<file path="config.mk">
export PLATFORM = sky130hd
export DESIGN_NAME = uart_tx_path
export DESIGN_NICKNAME = d
export VERILOG_FILES = /design/src/rtl/uart_tx_path.sv
export SDC_FILE = /design/constraint.sdc
export NUM_CORES = 1
export LEC_CHECK = 0
export CORE_MARGIN = 2
export CORE_UTILIZATION = 25
export CTS_CLUSTER_SIZE = 28
export DETAILED_ROUTE_END_ITERATION = 7
export GPL_TIMING_DRIVEN = 0
export PLACE_DENSITY = 0.41
export SLEW_MARGIN = 20
export SYNTH_ARGS = -nofsm -noshare
export SYNTH_HDL_FRONTEND = slang
export SYNTH_SLANG_ARGS = --single-unit
</file>
<file path="constraint.sdc">
create_clock -name clk -period 4.4 [get_ports clk]
set_input_delay 0.44 -clock clk [delete_from_list [all_inputs] [get_ports clk]]
set_output_delay 0.44 -clock clk [all_outputs]
set_load 0.02 [all_outputs]
</file>
<file path="src/rtl/uart_tx_path.sv">
module uart_tx_path #(
  parameter int DEPTH = 32
) (
  input  logic       clk,
  input  logic       rst_n,
  input  logic       tick,
  input  logic       fifo_on,
  input  logic [1:0] os_mode,
  input  logic [1:0] word_len,
  input  logic       par_en,
  input  logic       par_odd,
  input  logic       two_stop,
  input  logic       wr_en,
  input  logic [7:0] wr_data,
  output logic       txd,
  output logic       hold_empty,
  output logic       tx_idle
);
  localparam int AW = $clog2(DEPTH);

  typedef enum logic [2:0] {S_IDLE, S_START, S_DATA, S_PAR, S_STOP} st_t;

  logic [7:0]  mem [DEPTH];
  logic [AW-1:0] wp, rp;
  logic [AW:0] cnt;
  st_t         st;
  logic [3:0]  sub, lm1;
  logic [7:0]  sr;
  logic [2:0]  bitn;
  logic [1:0]  f_len;
  logic        f_pe, f_two, stop2, pbit;

  wire [AW:0] cap  = fifo_on ? (AW+1)'(DEPTH) : (AW+1)'(1);
  wire        push = wr_en && (cnt < cap);
  wire        pop  = tick && (st == S_IDLE) && (cnt != 0);
  wire [7:0]  head = mem[rp];
  wire [7:0]  mask = 8'hFF >> (2'd3 - word_len);

  assign hold_empty = (cnt == 0);
  assign tx_idle    = hold_empty && (st == S_IDLE);

  always_comb
    case (os_mode)
      2'd1:    lm1 = 4'd7;
      2'd2:    lm1 = 4'd3;
      default: lm1 = 4'd15;
    endcase

  always_ff @(posedge clk)
    if (push) mem[wp] <= wr_data;

  always_ff @(posedge clk or negedge rst_n)
    if (!rst_n) begin
      wp  <= '0;
      rp  <= '0;
      cnt <= '0;
    end else begin
      if (push) wp <= wp + 1'b1;
      if (pop)  rp <= rp + 1'b1;
      case ({push, pop})
        2'b10:   cnt <= cnt + 1'b1;
        2'b01:   cnt <= cnt - 1'b1;
        default: cnt <= cnt;
      endcase
    end

  always_ff @(posedge clk or negedge rst_n)
    if (!rst_n) begin
      st    <= S_IDLE;
      txd   <= 1'b1;
      sub   <= '0;
      sr    <= '0;
      bitn  <= '0;
      pbit  <= 1'b0;
      stop2 <= 1'b0;
      f_len <= '0;
      f_pe  <= 1'b0;
      f_two <= 1'b0;
    end else if (tick) begin
      if (st == S_IDLE) begin
        if (cnt != 0) begin
          st    <= S_START;
          txd   <= 1'b0;
          sub   <= 4'd1;
          sr    <= head;
          bitn  <= '0;
          pbit  <= (^(head & mask)) ^ par_odd;
          stop2 <= 1'b0;
          f_len <= word_len;
          f_pe  <= par_en;
          f_two <= two_stop;
        end
      end else if (sub < lm1) begin
        sub <= sub + 1'b1;
      end else begin
        sub <= '0;
        case (st)
          S_START: begin
            st  <= S_DATA;
            txd <= sr[0];
          end
          S_DATA:
            if (bitn == {1'b1, f_len}) begin
              if (f_pe) begin
                st  <= S_PAR;
                txd <= pbit;
              end else begin
                st  <= S_STOP;
                txd <= 1'b1;
              end
            end else begin
              sr   <= {1'b0, sr[7:1]};
              txd  <= sr[1];
              bitn <= bitn + 1'b1;
            end
          S_PAR: begin
            st  <= S_STOP;
            txd <= 1'b1;
          end
          S_STOP:
            if (f_two && !stop2) stop2 <= 1'b1;
            else                 st    <= S_IDLE;
          default: st <= S_IDLE;
        endcase
      end
    end


  count_cap_chk: assert property (@(posedge clk) disable iff (!rst_n)
    cnt <= (AW+1)'(DEPTH));


  hold_one_chk: assert property (@(posedge clk) disable iff (!rst_n)
    (wr_en && !fifo_on && cnt != 0 && !pop) |=> (cnt == $past(cnt)));


  idle_high_chk: assert property (@(posedge clk) disable iff (!rst_n)
    (st == S_IDLE) |-> txd);


  start_low_chk: assert property (@(posedge clk) disable iff (!rst_n)
    (st == S_START) |-> !txd);


  quiet_line_chk: assert property (@(posedge clk) disable iff (!rst_n)
    !tick |=> $stable(txd));


  idle_flag_chk: assert property (@(posedge clk) disable iff (!rst_n)
    tx_idle |-> hold_empty);
endmodule

</file>
Word level (Yosys, flattened, before mapping). Memories as Yosys holds them, arrays and structs flattened. Cells that the tools add are included.

$add $sub $neg: 7. Multiply operators: 0. Div/mod/pow operators: 0. Order comparisons: 2. Equality and inequality tests: 14. Shifts and indexed selects: 1. Mux-type cells: 35. Bitwise logic cells: 2. Reductions and logical operators: 21.

Operators with widths (number): 8-bit 2-to-1 mux (5); 3-bit 2-to-1 mux (11); 5-bit AND reduction (3); 4-bit 2-to-1 mux (3); 3-bit case mux with 4 select lines (1); 6-bit case mux with 2 select lines (1); 1-bit 2-to-1 mux (11); 5-bit by 1-bit adder with 5-bit output (second input constant) (2); 8-bit AND (1); 4-bit case mux with 2 select lines (1); 2-bit nonzero test (4); 8-bit parity (1); 8-bit by 2-bit right shift with 8-bit output (first input constant) (1); 6-bit by 1-bit adder with 6-bit output (second input constant) (1); 3-bit by 2-bit == test with 1-bit output (second input constant) (2); 6-bit zero test (1); 6-bit < comparator (1); 6-bit 2-to-1 mux (1); 3-bit inequality test (second input constant) (2); 6-bit nonzero test (1); 6-bit by 1-bit subtractor with 6-bit output (second input constant) (1); 1-bit logical AND (5); 4-bit by 1-bit adder with 4-bit output (second input constant) (1); 2-bit by 1-bit == test with 1-bit output (second input constant) (2); other kinds (17) (19).

Register bits after elaboration: 41. Bits in latches: 0. Bits in writable memories: 256. ROM bits: 0. Logic and storage cells: 96. Memories kept: 1.

Memory list: mem (depth 32, bits a word 8, read ports 1, clocked after Yosys merged registers in 0, write ports 1, line 23) `logic [7:0] mem [DEPTH];`.

Depth between registers and ports, before layout.
Word-level depth: 6. Gate-level depth with buffers: 16.

Least setup slack after synthesis. Ideal clock, no wire load.

Path type: flip-flop to flip-flop. From: register cnt[0]. To: register cnt[5]. Data arrival time: 3066 ps. Required time: 4275 ps. Setup slack: 1208 ps. Cell stages (with the launch flop): 17. Path buffers: 1. Clock period less this slack: 3192 ps. Path through: dfrtp_1 > nor4_1 > nand2_1 > nor2_1 > nor2_1 > nand2_1 > inv_1 > buf_1 > ha_1 > ha_1 > a21o_1 > a21oi_1 > o21bai_1 > a21oi_1 > xnor2_1 > nor2_1 > xor2_1.

Cells in the longest elaborated chain, start to end: 4. Elaborated cells on any way between the ends: 10. Those cells by class: 2 x add/sub; 1 x order compare; 2 x eq/ne; 1 x mux; 4 x reduce/logical.

Ends and longest elaborated chain: start, declared (line 25) `logic [AW:0] cnt;`; start signal, assigned (line 61) `2'b10: cnt <= cnt + 1'b1;`; start signal, assigned (line 62) `2'b01: cnt <= cnt - 1'b1;`; start signal, assigned (line 63) `default: cnt <= cnt;`; 6-bit nonzero test (*) (line 35) `wire pop = tick && (st == S_IDLE) && (cnt != 0);`; 1-bit logical AND (*) (line 35); via pop (line 35); 2-bit by 1-bit == test with 1-bit output or 2-bit == test (tied branches) (line 60) `case ({push, pop})`; 6-bit case mux with 2 select lines or 2-bit nonzero test (tied branches).

Mark *: on every way through the listed nets, which the timed path passes. The rest lies on a longest branch. A chain may end at the register's enable or synchronous reset.

Final worst setup path.
From: register st[0]. To: register cnt[5].

Cells in the longest elaborated chain, start to end: 5. Elaborated cells on any way between the ends: 7. Those cells by class: 2 x eq/ne; 1 x mux; 4 x reduce/logical.

Ends and longest elaborated chain: start, declared (line 26) `st_t st;`; start signal, assigned (line 69) `st <= S_IDLE;`; start signal, assigned (line 82) `st <= S_START;`; start signal, assigned (line 99) `st <= S_DATA;`; 3-bit zero test (*) (line 35); 1-bit logical AND (*) (2 in series) (line 35); via pop (line 35); 2-bit by 1-bit == test with 1-bit output or 2-bit == test (tied branches) (line 60); 6-bit case mux with 2 select lines or 2-bit nonzero test (tied branches).

Marks and branches as above.

==> summary.md <==
| Metric | Value |
|---|---|
| GPL Wtd Cong | 0.818 |
| Slowest Stage Delay on Critical Path | 600 ps |
| Layout Nets | about 800 |
| Hold Crit Class | in -> async |
| Yosys reg bits | 297 |
| Top Ports | 23 |
| Max_cap viols | 0 |
| Residual DRC count | 0 |
| Clk buf depth | 3 |
| Register area share after synthesis | a little under three quarters |
| Fin. max-slew vios | 0 |
| Pleak | 0.00478 µW |
| Clk sink count | 297 |
| Arrival @ worst endpoint | 4300 ps |
| Crit path kind | reg -> reg |
| Final setup violation count | 0 |
| Asr flop ratio synth | between 10% and 20% |
| Total grt overflow | 0 |
| Crit-path cells | buf_2, nor2_1, nand2_1, nor2_1, nand2_1, inv_1, buf_1, ha_1, ha_1, a21o_1, a21oi_1, o21bai_1, a21oi_1, xnor2_1, nor2_1, xor2_1 |
| Die width | between 200 and 250 µm |
| H-tree levels | 2 |
| Die area | slightly above 50,000 µm² |
| VDD IR-drop max | 0.256 mV |
| Die Ht | 226 µm |
| Status | complete, no violations |
| Detailed Place HPWL | 20.1 mm |
| Port Buffer Count | 22 |
| All-Layer GR Usage | 12.5% |
| Slew margin rel. | 30.8% |
| Critical Path RT | 4800 ps |
| DR vias/cell | between 4 and 5 |
| Post-Syn Nets | around 750 |
| Yosys warning count | 0 |
| Final hold violations | 0 |
| Most common cell on crit path | nor2_1 |
| Worst path slowest cell | buf_1 |
| Max frequency | 0.256 GHz |
| Fin crit share | around 90% |
| Min cycle time layout | 3900 ps |
| Buf/Inv on CP | 3 |
| Vias in the first global route | 6,446 |
| Initial antenna violation count | 0 |
| First-pass GRT wire length | 45.5 mm |
| Worst Tran Pin Value | 1030 ps |
| Row count | 81 |
| RSZ-0062 raised after global routing | no |
| Mapped Area | 12,300 µm² |
| Initial DRC count | 551 |
| Clock Pin Slew Worst Setup and Hold Paths | 60 ps |
| Clk_lat worst skew | roughly 530 ps |
| Clk root buf | clkbuf_16 |
| Synth-to-layout area growth | 17.3% |
| Total Power | 9380 µW |
| Routed length per instance | ~21 µm |
| Post-synth cell types | 52 |
| Postcts setup bufs | 0 |
| Final WL | 31.4 mm |
| Clock skew | about 19 ps |
| Family with the most delay on the worst path | buffers and inverters |
| Share of layout cells above drive strength 1 | 19.1% |
| Gate Count Post-Synth | 712 |
| CTS tree | yes |
| Detail Route Antenna Nets | 0 |
| TNS Setup | 0 ps |
| Main flop type after synthesis | edfxtp_1 |
| Floorplan core area | 48,700 µm² |
| Post-cts sizing count | 0 |
| Largest net degree at the start of global routing | 33 |
| Critical path fanouts, max | 10 |
| DRT Pass-1 Iters | 6 |
| Syn_area_per_cell | between 15 and 20 µm² |
| Critical Path Start Type | register |
| Number of CTS-inserted buffers | 34 |
| CP Capture Type | register |
| Post-synth EDFFs | 256 |
| N_diodes | 0 |
| Pwr Density | 652 nW/µm² |
| Starting density of the core | 25.2% |
| DR vias | 6,478 |
==> layer usage <==
metal / GRT usage, % / up-vias / wire, µm
met3: 2.41 / 49 / 1480
li1: - / 2912 / -
met2: 19.1 / 145 / 14200
met4: 3.78 / 0 / 714
met1: 17.9 / 3372 / 15000
met5: 0 / - / 0
==> stage by stage <==
step	cells	util (%)	hold WS, ps	instance area (µm²)	setup slack [ps]
floorplan	712	-	144	12300	1210
global placement	1398	27.3	460	13300	386
detailed placement	1399	27.3	470	13300	411
CTS	1461	29.5	440	14400	393
global route	1461	29.5	468	14400	154
finish	1461	29.5	450	14400	495
==> where the power goes <==
part           switching (µW)  internal (µW)
combinational            1860           1310
clock                    1140           1600
sequential                142           3320
==> state kept, by name, summed over array words and instances (netlist names) <==
signal	flops
f_len	2
wp	5
mem	256
bitn	3
sr	8
f_pe	1
stop2	1
pbit	1
st	3
rp	5
f_two	1
txd	1
cnt	6
sub	4
==> layout make-up <==
type                       instances  area, µm²
fill                            4857      34400
multi-input combinational        361       3270
tap                              664        831
buffer                            37        228
sequential                       297       8710
clock buffer                      44        920
clock inverter                    17        155
inverter                          17       63.8
timing repair buffer              24        213
==> worst reg2reg max path, stage by stage (launching register included) <==
cell and delay (ps):
dfrtp_1 350, buf_2 170, nor2_1 220, nand2_1 230, nor2_1 140, nand2_1 140, inv_1 250, buf_1 600
ha_1 400, ha_1 270, a21o_1 170, a21oi_1 240, o21bai_1 90, a21oi_1 180, xnor2_1 140, nor2_1 70
xor2_1 150
==> Yosys cell counts (all sizes together), types with 2 or more instances <==
library cell	instances	area share, %
o311ai	2	0.14
nand4	4	0.20
nor2b	3	0.15
o21ai	26	1.1
inv	17	0.52
mux2	6	0.55
dfrtp	40	8.2
a22oi	6	0.37
nand2b	2	0.10
a221oi	12	0.86
nor3	5	0.24
edfxtp	256	63
a21o	5	0.31
ha	16	1.6
and3b	3	0.21
nand2	42	1.3
o21bai	2	0.12
o22ai	6	0.31
mux4	58	11
buf	24	1.5
xor2	7	0.50
or3b	2	0.14
nand3	13	0.53
mux2i	25	2.0
a22o	3	0.21
clkbuf	13	0.40
xnor2	17	1.2
a21oi	14	0.57
nor4	2	0.10
nand3b	4	0.24
nor2	62	1.9
==> cell usage in the layout (no fill, tap or decap), types with 4 or more instances in the layout <==
master and instances:
buf_6 6, a22oi_1 6, nand4_1 4, a221oi_1 12, buf_4 5, edfxtp_1 256
clkbuf_16 35, o21ai_0 24, a21o_1 5, xor2_1 7, mux2i_1 25, a21oi_1 14
buf_2 20, inv_1 17, xnor2_1 17, mux4_2 58, clkinv_1 4, nand3b_1 4
nand3_1 13, nand2_1 42, nor3_1 4, clkdlybuf4s50_1 13, dfrtp_1 40, nor2_1 62
ha_1 16, clkbuf_1 21, o22ai_1 6, clkinv_2 8, mux2_2 6
==> final timing paths <==
kind	from	endpoint	slack (ps)	cells after the start
min	rst_n	cnt[0]$_DFFE_PN0P_	450	2
max in group asynchronous	rst_n	pbit$_DFFE_PN0P_	3440	3
min reg2reg	pbit$_DFFE_PN0P_	pbit$_DFFE_PN0P_	480	2
min in group clk	par_en	f_pe$_DFFE_PN0P_	460	3
max	st[0]$_DFFE_PN0P_	cnt[5]$_DFFE_PN0P_	500	16
max reg2reg	st[0]$_DFFE_PN0P_	cnt[5]$_DFFE_PN0P_	500	16
==> cell families after synthesis <==
family                     Yosys count  synth area share, %
buffers and inverters               54                 2.37
xor gates and xnor gates            24                 1.71
and+or+nand+nor                    150                 5.62
AOI/OAI and AO/OA                   81                 4.28
adders and majority gates           17                 1.79
DFF                                297                 71.0
muxes                               89                 13.2
==> what timing repair did <==
action / 4_1_cts / 5_1_grt
setup endpoints to repair: 0 / 0
hold buffers: 1 / 0
endpoints found under the hold margin: 19 / 0
(Power assumes the default switching activity.)
